$ cat config.mk
export PLATFORM = sky130hd
export DESIGN_NAME = risc_alu_core
export DESIGN_NICKNAME = d
export VERILOG_FILES = /design/src/rtl/risc_alu_pkg.sv /design/src/rtl/risc_alu_decode.sv /design/src/rtl/risc_alu_arith.sv /design/src/rtl/risc_alu_logic.sv /design/src/rtl/risc_alu_shift.sv /design/src/rtl/risc_alu_core.sv
export SDC_FILE = /design/constraint.sdc
export NUM_CORES = 2
export LEC_CHECK = 0
export BUFFER_PORTS_ARGS = -buffer_cell sky130_fd_sc_hd__buf_2
export CORE_ASPECT_RATIO = 1.5
export CORE_MARGIN = 2
export CORE_UTILIZATION = 36
export DETAILED_ROUTE_END_ITERATION = 12
export PLACE_DENSITY_LB_ADDON = 0.05
export SYNTH_ARGS = -nofsm -noshare
export SYNTH_HDL_FRONTEND = slang
export SYNTH_SLANG_ARGS = --single-unit
export TNS_END_PERCENT = 50
$ cat constraint.sdc
create_clock -name vclk -period 12.15
set_input_delay 1.215 -clock vclk [all_inputs]
set_output_delay 1.215 -clock vclk [all_outputs]
set_load 0.02 [all_outputs]
$ cat src/rtl/risc_alu_pkg.sv
package risc_alu_pkg;

    localparam int OPC_W = 6;
    localparam int FN_W  = 4;

    typedef enum logic [FN_W-1:0] {
        FN_ADD  = 4'b0000,
        FN_SUB  = 4'b0001,
        FN_MUL  = 4'b0010,
        FN_DIV  = 4'b0011,
        FN_CEQ  = 4'b0100,
        FN_CLT  = 4'b0101,
        FN_CLE  = 4'b0110,
        FN_RSV7 = 4'b0111,
        FN_AND  = 4'b1000,
        FN_OR   = 4'b1001,
        FN_XOR  = 4'b1010,
        FN_XNOR = 4'b1011,
        FN_SHL  = 4'b1100,
        FN_SHR  = 4'b1101,
        FN_RSVE = 4'b1110,
        FN_SRA  = 4'b1111
    } alu_fn_e;

    typedef enum logic [1:0] {
        GRP_ARITH,
        GRP_CMP,
        GRP_LOGIC,
        GRP_SHIFT
    } alu_grp_e;

    typedef struct packed {
        logic     valid;
        logic     use_lit;
        alu_grp_e grp;
        alu_fn_e  fn;
    } alu_dec_t;

    function automatic alu_grp_e group_of(alu_fn_e fn);
        case (fn)
            FN_ADD, FN_SUB, FN_MUL, FN_DIV:    return GRP_ARITH;
            FN_CEQ, FN_CLT, FN_CLE, FN_RSV7:   return GRP_CMP;
            FN_AND, FN_OR, FN_XOR, FN_XNOR:    return GRP_LOGIC;
            default:                           return GRP_SHIFT;
        endcase
    endfunction

    function automatic alu_dec_t decode_op(logic [OPC_W-1:0] opc);
        alu_dec_t d;
        d.fn      = alu_fn_e'(opc[FN_W-1:0]);
        d.use_lit = opc[4];
        d.grp     = group_of(d.fn);
        d.valid   = opc[5] && !(d.fn inside {FN_DIV, FN_RSV7, FN_RSVE});
        return d;
    endfunction

endpackage

$ cat src/rtl/risc_alu_decode.sv
module risc_alu_decode
    import risc_alu_pkg::*;
#(
    parameter int DATA_W = 32,
    parameter int LIT_W  = 16
) (
    input  logic [OPC_W-1:0]  opcode,
    input  logic [DATA_W-1:0] src_b,
    input  logic [LIT_W-1:0]  literal,
    output alu_dec_t          dec,
    output logic [DATA_W-1:0] opnd_b
);
    localparam int EXT_W = DATA_W - LIT_W;

    logic [DATA_W-1:0] lit_wide;

    assign dec      = decode_op(opcode);
    assign lit_wide = {{EXT_W{literal[LIT_W-1]}}, literal};
    assign opnd_b   = dec.use_lit ? lit_wide : src_b;
endmodule

$ cat src/rtl/risc_alu_arith.sv
module risc_alu_arith
    import risc_alu_pkg::*;
#(
    parameter int DATA_W = 32
) (
    input  alu_fn_e           fn,
    input  logic [DATA_W-1:0] a,
    input  logic [DATA_W-1:0] b,
    output logic [DATA_W-1:0] arith_res,
    output logic [DATA_W-1:0] cmp_res,
    output logic              ovf
);
    localparam int MSB = DATA_W - 1;

    logic              sub_mode;
    logic [DATA_W-1:0] b_adj;
    logic [DATA_W-1:0] sum;
    logic [DATA_W-1:0] prod;
    logic              v_raw;
    logic              is_lt;
    logic              is_eq;

    // one adder serves add, subtract and all three comparisons
    assign sub_mode = fn inside {FN_SUB, FN_CEQ, FN_CLT, FN_CLE};
    assign b_adj    = sub_mode ? ~b : b;
    assign sum      = a + b_adj + {{(DATA_W-1){1'b0}}, sub_mode};
    assign v_raw    = (a[MSB] == b_adj[MSB]) && (sum[MSB] != a[MSB]);
    assign prod     = a * b;

    assign is_lt = sum[MSB] ^ v_raw;
    assign is_eq = (a == b);

    always_comb begin
        case (fn)
            FN_ADD, FN_SUB: arith_res = sum;
            FN_MUL:         arith_res = prod;
            default:        arith_res = '0;
        endcase
    end

    always_comb begin
        cmp_res = '0;
        case (fn)
            FN_CEQ:  cmp_res[0] = is_eq;
            FN_CLT:  cmp_res[0] = is_lt;
            FN_CLE:  cmp_res[0] = is_lt | is_eq;
            default: cmp_res[0] = 1'b0;
        endcase
    end

    assign ovf = v_raw && (fn inside {FN_ADD, FN_SUB});
endmodule

$ cat src/rtl/risc_alu_logic.sv
module risc_alu_logic
    import risc_alu_pkg::*;
#(
    parameter int DATA_W = 32
) (
    input  alu_fn_e           fn,
    input  logic [DATA_W-1:0] a,
    input  logic [DATA_W-1:0] b,
    output logic [DATA_W-1:0] logic_res
);
    always_comb begin
        case (fn)
            FN_AND:  logic_res = a & b;
            FN_OR:   logic_res = a | b;
            FN_XOR:  logic_res = a ^ b;
            FN_XNOR: logic_res = ~(a ^ b);
            default: logic_res = '0;
        endcase
    end
endmodule

$ cat src/rtl/risc_alu_shift.sv
module risc_alu_shift
    import risc_alu_pkg::*;
#(
    parameter int DATA_W = 32,
    parameter int SH_W   = $clog2(DATA_W)
) (
    input  alu_fn_e           fn,
    input  logic [DATA_W-1:0] a,
    input  logic [SH_W-1:0]   amt,
    output logic [DATA_W-1:0] shift_res
);
    logic              go_left;
    logic              fill;
    logic [DATA_W-1:0] a_rev;
    logic [DATA_W-1:0] out_rev;
    logic [DATA_W-1:0] stage [0:SH_W];

    assign go_left = (fn == FN_SHL);
    assign fill    = (fn == FN_SRA) & a[DATA_W-1];

    // left shift reuses the right shifter on a bit-reversed word
    for (genvar k = 0; k < DATA_W; k++) begin : g_rev
        assign a_rev[k]   = a[DATA_W-1-k];
        assign out_rev[k] = stage[SH_W][DATA_W-1-k];
    end

    assign stage[0] = go_left ? a_rev : a;

    for (genvar i = 0; i < SH_W; i++) begin : g_stage
        localparam int STEP = 1 << i;
        assign stage[i+1] = amt[i]
            ? {{STEP{fill}}, stage[i][DATA_W-1:STEP]}
            : stage[i];
    end

    assign shift_res = go_left ? out_rev : stage[SH_W];
endmodule

$ cat src/rtl/risc_alu_core.sv
module risc_alu_core
    import risc_alu_pkg::*;
#(
    parameter int DATA_W = 32,
    parameter int LIT_W  = 16
) (
    input  logic [5:0]        opcode,
    input  logic [DATA_W-1:0] src_a,
    input  logic [DATA_W-1:0] src_b,
    input  logic [LIT_W-1:0]  literal,
    output logic [DATA_W-1:0] result,
    output logic              unsupported,
    output logic              overflow
);
    localparam int SH_W = $clog2(DATA_W);

    alu_dec_t          dec;
    logic [DATA_W-1:0] opnd_b;
    logic [DATA_W-1:0] arith_res;
    logic [DATA_W-1:0] cmp_res;
    logic [DATA_W-1:0] logic_res;
    logic [DATA_W-1:0] shift_res;
    logic              arith_ovf;
    logic [DATA_W-1:0] sel_res;

    risc_alu_decode #(.DATA_W(DATA_W), .LIT_W(LIT_W)) u_dec (
        .opcode (opcode),
        .src_b  (src_b),
        .literal(literal),
        .dec    (dec),
        .opnd_b (opnd_b)
    );

    risc_alu_arith #(.DATA_W(DATA_W)) u_arith (
        .fn       (dec.fn),
        .a        (src_a),
        .b        (opnd_b),
        .arith_res(arith_res),
        .cmp_res  (cmp_res),
        .ovf      (arith_ovf)
    );

    risc_alu_logic #(.DATA_W(DATA_W)) u_logic (
        .fn       (dec.fn),
        .a        (src_a),
        .b        (opnd_b),
        .logic_res(logic_res)
    );

    risc_alu_shift #(.DATA_W(DATA_W), .SH_W(SH_W)) u_shift (
        .fn       (dec.fn),
        .a        (src_a),
        .amt      (opnd_b[SH_W-1:0]),
        .shift_res(shift_res)
    );

    always_comb begin
        case (dec.grp)
            GRP_ARITH: sel_res = arith_res;
            GRP_CMP:   sel_res = cmp_res;
            GRP_LOGIC: sel_res = logic_res;
            default:   sel_res = shift_res;
        endcase
    end

    assign result      = dec.valid ? sel_res : '0;
    assign unsupported = ~dec.valid;
    assign overflow    = dec.valid & arith_ovf;
endmodule

==> impl_metrics.toml <==
[synthesis]
postSynthCellCount = 2767
synth_cell_types = 79
yosysWarnings = 0
syn-cell-area_um2 = 22600
avgSynthCellArea_um2 = 8.16
yosysSeqAreaShare = 0
syn_nets = 3481

[floorplanning]
initial_core_util = 0.363
die_area_um2 = 64800
num_io_pins = 120
die_h_um = 311
core-area_um2 = 62200
rows = 112
dieWidth_um = 209

[final_layout]
nClkBuffers = 0
antenna_cells = 0
fin_nets = 3527
layout-drive-gt1-share = 0.107
area_growth_pct = 7.13
seq_cells = 0
regArea_um2 = 0

[timing]
worst_slew_pin_slew_ps = 1330
grt_setup_unrepaired = "false"
setup-violations-final = 0
final.min_clock_period_ps = 11300
fin_setup_tns_ps = 0
post-route-period-util = 0.930
finalMaxSlewViolations = 0
max_freq_mhz = 88.5
slew-limit-headroom = 0.110
hold_violations = 0

[critical_path]
critical_path_class = "in -> out"
slowest_delay_ps = 820
crit_arrival_ps = 10080
critPathMaxFanout = 23
slowest_stage = "mux2i_4"
end_kind = "primary output"
critPathLaunchType = "input pin"
cp.required_ps = 10930

[worst_hold_path]
hp-class = "in -> out"

[status]
status = "complete, no violations"

[drt]
num_vias = 20300
final_antenna_net_count = 0
drt_iter0_markers = 1462
vias_per_cell = 5.64
first_pass_iters = 5
routedWlPerCell_um = 30.3
drc_errors = 0
wl_um = 109000

[clock_network]
post_cts_resize_count = 0
post_cts_buffers = 0
ctsHoldBuffers = 0

[global_route]
grt-ovfl-total = 0
grt_max_degree = 70
antenna_found_initial = 1
grt_pass1_wl_um = 156000
first_global_vias = 22000
grt_use_total = 0.336

[placement]
dp_hpwl_um = 88400
gp_congestion = 0.987
io_buffers = 120

[run]
cap_violations = 0
placed cells by master (no fill, tap or decap), drive strengths merged, types with 29 or more instances in the layout:
cell type / instances
inv: 455
fa: 410
nor2: 390
nand2: 304
ha: 218
buf: 200
xnor2: 126
a21oi: 123
mux2i: 110
o21ai: 96
a211oi: 53
xor2: 30
a21o: 29
worst max-delay path: cells and delay by family:
| kind | cells | cell delay [ps] |
|---|---|---|
| AOI/OAI and AO/OA | 8 | 2060 |
| xor gates and xnor gates | 1 | 350 |
| adders and majority gates | 10 | 3530 |
| buffers and inverters | 8 | 1660 |
| muxes | 1 | 820 |
| and+or+nand+nor | 1 | 370 |
cells by family after synthesis:
logic type / after synthesis / share of synthesized area
AND/OR/NAND/NOR: 808 / 0.146
adder cells (fa/ha/maj): 628 / 0.484
buffers and inverters: 619 / 0.108
AO/OA/AOI/OAI: 411 / 0.121
XOR/XNOR: 157 / 0.0618
multiplexers: 144 / 0.0789
Yosys cell counts, types with 15 or more instances:
master | count | area share
mux4_2 | 20 | 0.020
nor3_1 | 18 | 0.0040
buf_2 | 17 | 0.0038
clkbuf_1 | 103 | 0.017
fa_1 | 410 | 0.36
xor2_1 | 30 | 0.012
buf_1 | 25 | 0.0042
mux2i_1 | 99 | 0.044
nand2b_1 | 15 | 0.0042
inv_1 | 431 | 0.072
a21o_1 | 29 | 0.0096
nand2_1 | 302 | 0.050
ha_1 | 218 | 0.12
a21oi_1 | 111 | 0.025
inv_2 | 21 | 0.0035
a211oi_1 | 51 | 0.017
o21a_1 | 19 | 0.0063
nand3_1 | 15 | 0.0033
xnor2_1 | 125 | 0.048
nor2_1 | 390 | 0.065
a31oi_1 | 17 | 0.0047
o21ai_0 | 87 | 0.019
per-stage QoR:
step                      hold slack (ps)  utilization  cells  worst slack, ps  area, µm²
after floorplan                      2620            -   2767             1730      22600
after global placement               3060        0.389   3609              998      24200
after detailed placement             3060        0.389   3609              930      24200
after CTS                            3070        0.389   3609              906      24200
after global routing                 3110        0.389   3609              428      24200
final                                3110        0.389   3609              853      24200
layout make-up:
cell class | count | area (µm²)
timing repair buffer | 200 | 1220
inverter | 463 | 1750
tap | 798 | 998
multi-input combinational | 2148 | 20200
fill | 6683 | 38000
final timing paths:
check                  from          to  slack (ps)  cells after the start
setup / recovery  opcode[4]  result[31]         850                     29
hold / removal    opcode[5]  result[15]        3110                      6
per-layer routing:
layer | up-vias | GRT usage | routed length [µm]
met5 | - | 0 | 9
met4 | 2 | 0.190 | 7990
met3 | 214 | 0.0287 | 5420
met2 | 795 | 0.596 | 54000
met1 | 10400 | 0.398 | 41800
li1 | 8883 | - | -
Power is not shown: default switching activity piles up to over one toggle a cycle in this logic, so the estimate is an artifact.
